==> config.mk <==
export PLATFORM = sky130hd
export DESIGN_NAME = tdc_unit
export DESIGN_NICKNAME = d
export VERILOG_FILES = /design/src/rtl/tdc_pkg.sv /design/src/rtl/tdc_meas.sv /design/src/rtl/tdc_ssp_calc.sv /design/src/rtl/tdc_ssp_sched.sv /design/src/rtl/tdc_unit.sv
export SDC_FILE = /design/constraint.sdc
export NUM_CORES = 1
export LEC_CHECK = 0
export BUFFER_PORTS_ARGS = -buffer_cell sky130_fd_sc_hd__buf_2
export CORE_ASPECT_RATIO = 1.1
export CORE_MARGIN = 5
export CORE_UTILIZATION = 35
export CTS_CLUSTER_SIZE = 10
export DETAILED_ROUTE_END_ITERATION = 7
export GPL_ROUTABILITY_DRIVEN = 0
export PLACE_DENSITY_LB_ADDON = 0.08
export RECOVER_POWER = 50
export SETUP_SLACK_MARGIN = 0.02
export SYNTH_ARGS = -nofsm -noshare
export SYNTH_HDL_FRONTEND = slang
export SYNTH_SLANG_ARGS = --single-unit
==> constraint.sdc <==
create_clock -name clk -period 6.5 [get_ports clk]
set_clock_uncertainty 0.15 [all_clocks]
set_input_delay 0.65 -clock clk [delete_from_list [all_inputs] [get_ports clk]]
set_output_delay 0.65 -clock clk [all_outputs]
set_load 0.02 [all_outputs]
==> src/rtl/tdc_pkg.sv <==
package tdc_pkg;
  // Line levels: dominant drives the bus low.
  localparam logic LVL_DOM = 1'b0;
  localparam logic LVL_REC = 1'b1;

  typedef enum logic [1:0] {
    TDC_AUTO   = 2'b00,
    TDC_MANUAL = 2'b01,
    TDC_RSVD   = 2'b10,
    TDC_OFF    = 2'b11
  } tdc_mode_e;
endpackage

==> src/rtl/tdc_meas.sv <==
// Loop delay measurement: counts from a dominant bit start on TX until
// RX reads dominant, saturating at the counter maximum.
module tdc_meas
  import tdc_pkg::*;
#(
  parameter int MEAS_W = 6
) (
  input  logic              clk,
  input  logic              rst_n,
  input  logic              tx_i,
  input  logic              rx_i,
  input  logic              bit_start_i,
  output logic [MEAS_W-1:0] meas_o,
  output logic              err_o
);
  localparam logic [MEAS_W-1:0] CNT_MAX = '1;
  localparam logic [MEAS_W-1:0] CNT_ONE = MEAS_W'(1);

  logic              txq_q, txq_d;
  logic              act_q, act_d;
  logic              err_q, err_d;
  logic [MEAS_W-1:0] cnt_q, cnt_d;
  logic [MEAS_W-1:0] meas_q, meas_d;
  logic              meas_en;
  logic              start_c;

  assign start_c = bit_start_i && (tx_i == LVL_DOM) && (txq_q == LVL_REC);

  always_comb begin
    txq_d   = tx_i;
    act_d   = act_q;
    err_d   = err_q;
    cnt_d   = cnt_q;
    meas_d  = meas_q;
    meas_en = 1'b0;
    if (start_c) begin
      if (rx_i == LVL_DOM) begin
        meas_d  = '0;
        meas_en = 1'b1;
        err_d   = 1'b0;
        act_d   = 1'b0;
        cnt_d   = '0;
      end else begin
        act_d = 1'b1;
        cnt_d = CNT_ONE;
      end
    end else if (act_q) begin
      if (rx_i == LVL_DOM) begin
        meas_d  = cnt_q;
        meas_en = 1'b1;
        err_d   = 1'b0;
        act_d   = 1'b0;
      end else if (cnt_q == CNT_MAX) begin
        err_d = 1'b1;
        act_d = 1'b0;
      end else begin
        cnt_d = cnt_q + CNT_ONE;
      end
    end
  end

  always_ff @(posedge clk or negedge rst_n) begin
    if (!rst_n) begin
      txq_q  <= LVL_REC;
      act_q  <= 1'b0;
      err_q  <= 1'b0;
      cnt_q  <= '0;
      meas_q <= '0;
    end else begin
      txq_q <= txq_d;
      act_q <= act_d;
      err_q <= err_d;
      cnt_q <= cnt_d;
      if (meas_en) begin
        meas_q <= meas_d;
      end
    end
  end

  assign meas_o = meas_q;
  assign err_o  = err_q;
endmodule

==> src/rtl/tdc_ssp_calc.sv <==
// Combinational secondary sample point position from mode, offset,
// measured delay and data-phase sample point offset.
module tdc_ssp_calc
  import tdc_pkg::*;
#(
  parameter int MEAS_W = 6,
  parameter int OFS_W  = 6,
  parameter int SPO_W  = 8,
  localparam int MAX_W = (SPO_W > MEAS_W) ? ((SPO_W > OFS_W) ? SPO_W : OFS_W)
                                          : ((MEAS_W > OFS_W) ? MEAS_W : OFS_W),
  localparam int SUM_W = MAX_W + 3,
  localparam int SSP_W = SUM_W - 1
) (
  input  logic [1:0]        mode_i,
  input  logic [MEAS_W-1:0] meas_i,
  input  logic [OFS_W-1:0]  ofs_i,
  input  logic [SPO_W-1:0]  spo_i,
  output logic [SSP_W-1:0]  ssp_o
);
  logic signed [SUM_W-1:0] meas_x;
  logic signed [SUM_W-1:0] ofs_s;
  logic signed [SUM_W-1:0] ofs_u;
  logic signed [SUM_W-1:0] spo_x;
  logic signed [SUM_W-1:0] eff;
  logic signed [SUM_W-1:0] tot;

  assign meas_x = signed'({{(SUM_W-MEAS_W){1'b0}}, meas_i});
  assign ofs_s  = signed'({{(SUM_W-OFS_W){ofs_i[OFS_W-1]}}, ofs_i});
  assign ofs_u  = signed'({{(SUM_W-OFS_W){1'b0}}, ofs_i});
  assign spo_x  = signed'({{(SUM_W-SPO_W){1'b0}}, spo_i});

  always_comb begin
    case (tdc_mode_e'(mode_i))
      TDC_AUTO:   eff = meas_x + ofs_s;
      TDC_MANUAL: eff = ofs_u;
      default:    eff = '0;
    endcase
    tot = eff + spo_x;
    if (tot[SUM_W-1]) begin
      ssp_o = '0;
    end else begin
      ssp_o = tot[SSP_W-1:0];
    end
  end
endmodule

==> src/rtl/tdc_ssp_sched.sv <==
// Pending strobe slots: each bit start loads a free slot with its sample
// position; the slot counts down and fires the strobe at zero.
module tdc_ssp_sched
  import tdc_pkg::*;
#(
  parameter int NSLOT = 4,
  parameter int CW    = 10
) (
  input  logic          clk,
  input  logic          rst_n,
  input  logic          bit_start_i,
  input  logic [CW-1:0] ssp_i,
  input  logic          rx_i,
  output logic          stb_o,
  output logic          rx_bit_o
);
  localparam logic [CW-1:0] CNT_ONE = CW'(1);

  logic [NSLOT-1:0] busy_q, busy_d;
  logic [NSLOT-1:0] fire_c;
  logic [CW-1:0]    cnt_q [NSLOT];
  logic [CW-1:0]    cnt_d [NSLOT];
  logic             rxb_q, rxb_en;

  for (genvar g = 0; g < NSLOT; g++) begin : g_fire
    assign fire_c[g] = busy_q[g] && (cnt_q[g] == '0);
  end

  always_comb begin
    logic found;
    found = 1'b0;
    for (int i = 0; i < NSLOT; i++) begin
      busy_d[i] = busy_q[i] && !fire_c[i];
      cnt_d[i]  = busy_d[i] ? (cnt_q[i] - CNT_ONE) : cnt_q[i];
    end
    for (int i = 0; i < NSLOT; i++) begin
      if (bit_start_i && !found && !busy_d[i]) begin
        busy_d[i] = 1'b1;
        cnt_d[i]  = ssp_i;
        found     = 1'b1;
      end
    end
  end

  assign rxb_en = |fire_c;

  always_ff @(posedge clk or negedge rst_n) begin
    if (!rst_n) begin
      busy_q <= '0;
      for (int i = 0; i < NSLOT; i++) begin
        cnt_q[i] <= '0;
      end
      rxb_q <= LVL_REC;
    end else begin
      busy_q <= busy_d;
      for (int i = 0; i < NSLOT; i++) begin
        cnt_q[i] <= cnt_d[i];
      end
      if (rxb_en) begin
        rxb_q <= rx_i;
      end
    end
  end

  assign stb_o    = |fire_c;
  assign rx_bit_o = rxb_q;
endmodule

==> src/rtl/tdc_unit.sv <==
// Transmitter delay compensation top: measurement, position calculation
// and strobe scheduling.
module tdc_unit
  import tdc_pkg::*;
#(
  parameter int MEAS_W = 6,
  parameter int OFS_W  = 6,
  parameter int SPO_W  = 8,
  parameter int NSLOT  = 4
) (
  input  logic              clk,
  input  logic              rst_n,
  input  logic              tx_i,
  input  logic              rx_i,
  input  logic              bit_start_i,
  input  logic [SPO_W-1:0]  sp_ofs_i,
  input  logic [1:0]        mode_i,
  input  logic [OFS_W-1:0]  tdc_ofs_i,
  output logic [MEAS_W-1:0] meas_o,
  output logic              meas_err_o,
  output logic              ssp_stb_o,
  output logic              rx_bit_o
);
  localparam int MAX_W = (SPO_W > MEAS_W) ? ((SPO_W > OFS_W) ? SPO_W : OFS_W)
                                          : ((MEAS_W > OFS_W) ? MEAS_W : OFS_W);
  localparam int SSP_W = MAX_W + 2;

  logic [MEAS_W-1:0] meas_w;
  logic [SSP_W-1:0]  ssp_w;

  tdc_meas #(.MEAS_W(MEAS_W)) u_meas (
    .clk         (clk),
    .rst_n       (rst_n),
    .tx_i        (tx_i),
    .rx_i        (rx_i),
    .bit_start_i (bit_start_i),
    .meas_o      (meas_w),
    .err_o       (meas_err_o)
  );

  tdc_ssp_calc #(.MEAS_W(MEAS_W), .OFS_W(OFS_W), .SPO_W(SPO_W)) u_calc (
    .mode_i (mode_i),
    .meas_i (meas_w),
    .ofs_i  (tdc_ofs_i),
    .spo_i  (sp_ofs_i),
    .ssp_o  (ssp_w)
  );

  tdc_ssp_sched #(.NSLOT(NSLOT), .CW(SSP_W)) u_sched (
    .clk         (clk),
    .rst_n       (rst_n),
    .bit_start_i (bit_start_i),
    .ssp_i       (ssp_w),
    .rx_i        (rx_i),
    .stb_o       (ssp_stb_o),
    .rx_bit_o    (rx_bit_o)
  );

  assign meas_o = meas_w;
endmodule

* After elaboration in Yosys (flattened, before gate mapping)
Index checks and enable logic that the tools add are counted.
Operators by class: bitwise logic cells 1, $lt $le $gt $ge 0, shift-type cells 0, reduce and logical (&&, ||, !) cells 43, div/mod/pow operators 0, equality and inequality tests 6, multiplexer cells 39, add/subtract/negate cells 7, multiply operators 0
Operator list (count):
- $mux W10 | 9
- $mux W6 | 8
- $logic_not A10 Y1 | 4
- $sub A10 B1 Y10 const B | 4
- $pmux W11 S2 | 1
- $mux W1 | 21
- $logic_and A1 B1 Y1 | 17
- $reduce_bool A2 Y1 | 6
- $add A11 B9 Y11 | 1
- $logic_not A1 Y1 | 11
- $add A7 B6 Y8 | 1
- $add A6 B1 Y6 const B | 1
- $eq A6 B6 Y1 const B | 1
- $reduce_and A3 Y1 | 2
- $ne A2 B2 Y1 const B | 2
- $reduce_and A4 Y1 | 1
- $reduce_or A4 Y1 | 1
- $ne A3 B3 Y1 const B | 1
- $eq A2 B1 Y1 const B | 1
- $logic_not A2 Y1 | 1
- $ne A2 B1 Y1 const B | 1
- $not A1 Y1 | 1
Word-level totals: bits in latches 0, memory bits (writable) 0, ROM bits 0, input bits 21, register bits 60, memories 0, output and inout bits 9

* Depth between registers and ports, before layout
word-level depth 19, gate-level depth with buffers 16, depth with buffers taken out 15

* Hierarchy
Synthesis repeated with hierarchy kept, for this count alone.
Second synthesis, totals: cells, all modules 494, area total of the unflattened synthesis 4262.8 um^2
By module, submodules not included:
- tdc_ssp_sched | sequential area each 1127.3 um^2, cells an instance 323, area each 2790.2 um^2, times used 1
- tdc_ssp_calc | sequential area each 0.0 um^2, cells an instance 110, area each 810.8 um^2, times used 1
- tdc_meas | sequential area each 376.6 um^2, cells an instance 61, area each 661.9 um^2, times used 1

* Least setup slack after synthesis
No wires, ideal clock.
path kind input to register, start input port tdc_ofs_i[0], end register u_sched.cnt_q[39] (netlist bit), data required time 6212 ps, arrival time 3495 ps, buffers on the path 0, setup time 138 ps, setup slack 2717 ps, stages 15, cells stage by stage ha_1 > fa_1 > a21o_1 > a21o_1 > xnor2_1 > nor2_1 > a21oi_1 > nor2_1 > ha_1 > o21ai_0 > a21oi_1 > o41ai_1 > and2b_1 > a21oi_1 > a221oi_2
On the way: cells in the longest elaborated chain, start to end 5
RTL lines:
- start: declaration | RTL line tdc_unit.sv:18 | input logic [OFS_W-1:0] tdc_ofs_i,
- $add A7 B6 Y8 | RTL line tdc_ssp_calc.sv:34 | TDC_AUTO: eff = meas_x + ofs_s;
- $pmux W11 S2 (*) | RTL line tdc_ssp_calc.sv:33 | case (tdc_mode_e'(mode_i))
- $add A11 B9 Y11 (*) | RTL line tdc_ssp_calc.sv:38 | tot = eff + spo_x;
- $mux W10 (*) | RTL line tdc_ssp_calc.sv:39 | if (tot[SUM_W-1]) begin
- $mux W10 (*) | RTL line tdc_ssp_sched.sv:37 | if (bit_start_i && !found && !busy_d[i]) begin
- end signal: indexed assignment | RTL line tdc_ssp_sched.sv:57 | cnt_q[i] <= cnt_d[i];
- end: declaration | RTL line tdc_ssp_sched.sv:21 | logic [CW-1:0] cnt_q [NSLOT];
Mark *: on every way between the ends. The rest lies on a longest branch, timed or not. A chain may end at the register's enable or synchronous reset.

* Worst setup path in the final report
start input port tdc_ofs_i[0], end register u_sched.cnt_q[4] (netlist bit)
The elaborated chain is that of the path after synthesis.

==> impl_summary.txt <==
----------------------------------------------------
[Status]
  Result of the run ... complete, but fails checks
  Failing checks ... max-capacitance violations, max-slew violations

[Synthesis]
  Dominant register cell in the synthesized netlist ... dfrtp_1
  Warnings, synthesis ... 0
  Mean instance size in the synthesized netlist ... 8.561 µm²
  Fraction of registers with async set/reset ... 100.0%
  EDFF count, synth ... 0
  Mapped Nets ... 547
  Synthesized instance count ... 502
  Synth Register Bits ... 60
  Proportion of synthesized chip area in sequential cells ... 34.99%
  Library cells used by synthesis ... 77
  Synthesized area ... 4298 µm²

[Layout]
  Layout Cells excl Fill ... 684
  Layout cells sized above 1 ... 13.02%
  Fill cell instance count of the final layout ... 1229
  Summed area of non-filler cells in the final layout ... 4848 µm²
  Area growth, synth to finish ... 12.81%
  Diodes inserted ... 0
  Number of nets at the end of the flow ... 571

[Placement]
  Cell area after placement ... 4544 µm²
  Post-detailed-placement half-perimeter wirelength ... 8795 µm
  Placed Cells ... 669
  Number of input and output port buffers inserted ... 29

[Power and ir drop]
  Part of the total power dissipated in the clock network ... 33.1%
  Reported leakage power ... 0.002126 µW
  Share of power burned in combinational logic ... 27.7%
  Switching part of the total ... 34.23%
  Psw ... 511.9 µW
  Sequential share of power ... 39.2%
  Internal portion of total power ... 983.6 µW
  Maximum vdd ir drop ... 165.6 µV
  Total power per unit cell area ... 308.5 nW/µm²

[Global route]
  Global-route track usage on met3 ... 3.407%
  Number of global-route vias before repair ... 3889
  Global-route congestion overflow total ... 0
  Wire length of the first global-routing pass ... 19540 µm
  Overall Global Routing Usage ... 16.87%
  Met2 capacity usage during global routing ... 28.17%
  Met1 GRT Util ... 21.74%
  Most Crowded Layer GR ... met2
  Initial antenna violation count ... 0
  Maximum number of pins on one net before global-route repair ... 61

[CTS]
  Clock tree sinks ... 60
  Number of gates resized after cts ... 0
  Buffers inserted during post-CTS setup optimization ... 0
  Clock insertion delay at the later pin of the skew report ... 330 ps
  Hold Buf Count CTS ... 0
  H-tree depth ... 3
  Clock-pin transition on the worst setup and hold timing paths ... 50 ps
  Clock root buffer ... clkbuf_16
  Number of buffers created by CTS ... 9
  Clock tree from TritonCTS ... done
  Max clock buf depth ... 2

[Worst setup path]
  Critical Setup Path Class ... primary input to flop
  Crit path max fanout ... 11
  Req. time, crit path ... 6540 ps
  WP data arrival ... 4380 ps
  Worst setup EP type ... flop
  Sort of element at the start of the critical path ... primary input

[Timing]
  Actual slew at the worst max-slew pin ... 3346 ps
  Unrepaired setup endpoints after global routing ... false
  Worst rel slew slack ... -123.1%
  Total setup violations reported at the end of the flow ... 0
  Peak Freq ... 230.6 MHz
  Final Critical Period ... 4337 ps
  Final-report hold violation count ... 0
  TNS Setup ... 0 ps
  Fin crit share ... 66.72%
  Final-report max-slew violation count ... 61

[Floorplanning]
  Die outline height ... 126.2 µm
  Boundary Pins ... 30
  # rows ... 42
  Initial core utilization ... 35.71%
  Die Area ... 14600 µm²
  Horizontal extent of the die ... 115.7 µm
  Placeable core region ... 12030 µm²

[Routing]
  Wirelength per Cell ... 17.07 µm
  Total Wirelength ... 11670 µm
  Iteration-0 DRC count of the detailed router ... 275
  Avg Vias per Cell ... 5.623
  Via count ... 3846
  Remaining design rule violation count ... 0
  Detailed Routing Iterations Pass 1 ... 4
  Antenna viol nets, final ... 0

[Hold path]
  Hold Path Class ... primary input to flop

[Job]
  Number of max-cap violations ... 1

----------------------------------------------------
-- state kept, by name, summed over array words and instances (netlist names) --
signal / cells
u_sched.rx_bit_o: 1
u_meas.meas_o: 6
u_meas.txq_q: 1
u_meas.cnt_q: 6
u_meas.act_q: 1
u_sched.cnt_q: 40
u_meas.err_o: 1
u_sched.busy_q: 4
-- layout make-up --
| cell class | instances | area (µm²) | area share [%] |
|---|---|---|---|
| inverters | 33 | 123.9 | 2.555 |
| well taps | 154 | 192.7 | 3.974 |
| repair buffers | 30 | 145.1 | 2.994 |
| clock buffers | 12 | 266.5 | 5.497 |
| clock inverters | 3 | 45.04 | 0.9290 |
| multi-input cells | 392 | 2571 | 53.03 |
| flip-flops and latches | 60 | 1504 | 31.02 |
-- worst paths after layout --
kind | startpoint | end | slack, ps | depth (start not counted)
hold / removal | tx_i | u_meas.txq_q$_DFF_PN1_ | 260 | 1
min in group asynchronous | rst_n | u_sched.busy_q[2]$_DFF_PN0_ | 1380 | 2
max in group asynchronous | rst_n | u_sched.busy_q[3]$_DFF_PN0_ | 2890 | 2
hold reg to reg | u_meas.err_o$_DFFE_PN0P_ | u_meas.err_o$_DFFE_PN0P_ | 360 | 2
setup reg to reg | u_meas.meas_o[0]$_DFFE_PN0P_ | u_sched.cnt_q[4]$_DFFE_PN0P_ | 2200 | 15
setup / recovery | tdc_ofs_i[0] | u_sched.cnt_q[4]$_DFFE_PN0P_ | 2160 | 16
-- critical path, cell delays in order --
cell      delay [ps]
buf_2            110
ha_1             230
fa_1             410
a21o_1           200
a21o_1           200
xnor2_1          130
nor2_1            50
a21oi_1          130
nor2_1            60
ha_1             340
o21ai_0          160
a21oi_1           90
o41ai_1          520
nand3_1          470
nand3_1          460
o221ai_1         180
-- Yosys cell counts, types with 4 or more instances --
master    instances  area [µm²]
o21ai_0          33       165.2
a31oi_1          11       68.82
nor4_1            5       31.28
a221oi_1          4       35.03
clkbuf_1          8       30.03
a21oi_1          44       220.2
xor2_1            7       61.31
nor2_1           53       198.9
and3_1            5       31.28
nand2b_1          8       50.05
or2_2             5       31.28
a211oi_1          6       45.04
a22o_1            6       52.55
nand2_1          37       138.9
xnor2_1           8       70.07
or3_1            11       68.82
ha_1             22       275.3
nand4_1           4       25.02
nor3_1           10       50.05
dfrtp_1          58        1451
a21o_1            8       60.06
a22oi_1           5       37.54
mux2i_1           4       40.04
inv_1            31       116.4
o221ai_1          8       70.07
nand3_1          22       110.1
-- cells by family (layout without fill, tap and decap cells) --
| group | count (synthesis) | in the layout | synth area share (%) |
|---|---|---|---|
| AOI/OAI and AO/OA | 161 | 161 | 25.74 |
| xor gates and xnor gates | 15 | 15 | 3.057 |
| adders and majority gates | 24 | 24 | 7.336 |
| buffers and inverters | 50 | 78 | 5.182 |
| DFF | 60 | 60 | 34.99 |
| muxes | 5 | 5 | 1.281 |
| and+or+nand+nor | 187 | 187 | 22.42 |
-- per-stage QoR --
stage | utilization [%] | worst slack (ps) | hold WS (ps) | power [µW]
2_1_floorplan | - | 2717 | 204.4 | 883.5
3_3_place_gp | 37.76 | 1861 | 335.9 | 1000
3_5_place_dp | 37.76 | 1818 | 343.1 | 1007
4_1_cts | 40.35 | 2168 | 263.0 | 1514
5_1_grt | 40.29 | 1829 | 255.5 | 1606
6_report | 40.29 | 2163 | 264.8 | 1496
-- metal layers --
| metal | up-vias | wire length, µm | part of all wire [%] |
|---|---|---|---|
| met5 | - | 0 | 0 |
| met4 | 0 | 211 | 1.8 |
| met3 | 15 | 397 | 3.4 |
| met2 | 72 | 5733 | 49 |
| met1 | 1853 | 5330 | 46 |
| li1 | 1906 | - | - |
-- power groups by stage --
stage	sequential [µW]	clock, µW	combinational (µW)
final	586	496	414
after CTS	585	510	419
after global placement	592	0	409
after detailed placement	589	0	418
after floorplan	562	0	321
after global routing	605	527	475
-- cells in the final DEF (no fill, tap or decap), drive strengths merged, types with 4 or more instances in the layout --
| master | synthesis | routed |
|---|---|---|
| and3 | 5 | 5 |
| buf | 8 | 26 |
| a22oi | 5 | 5 |
| clkbuf | 9 | 16 |
| xor2 | 7 | 7 |
| a221oi | 5 | 5 |
| or2 | 5 | 5 |
| nand3 | 23 | 23 |
| nand4 | 4 | 4 |
| nand2 | 39 | 39 |
| a211oi | 6 | 6 |
| a22o | 6 | 6 |
| o221ai | 8 | 8 |
| a31oi | 11 | 11 |
| o21ai | 34 | 34 |
| o31ai | 5 | 5 |
| ha | 22 | 22 |
| xnor2 | 8 | 8 |
| nor3 | 10 | 10 |
| inv | 33 | 33 |
| dfrtp | 58 | 58 |
| nand2b | 8 | 8 |
| a21oi | 45 | 45 |
| nor4 | 5 | 5 |
| or3 | 13 | 13 |
| mux2i | 4 | 4 |
| nor2 | 56 | 56 |
| a21o | 8 | 8 |
No activity file was read; power rests on OpenSTA's default activity.
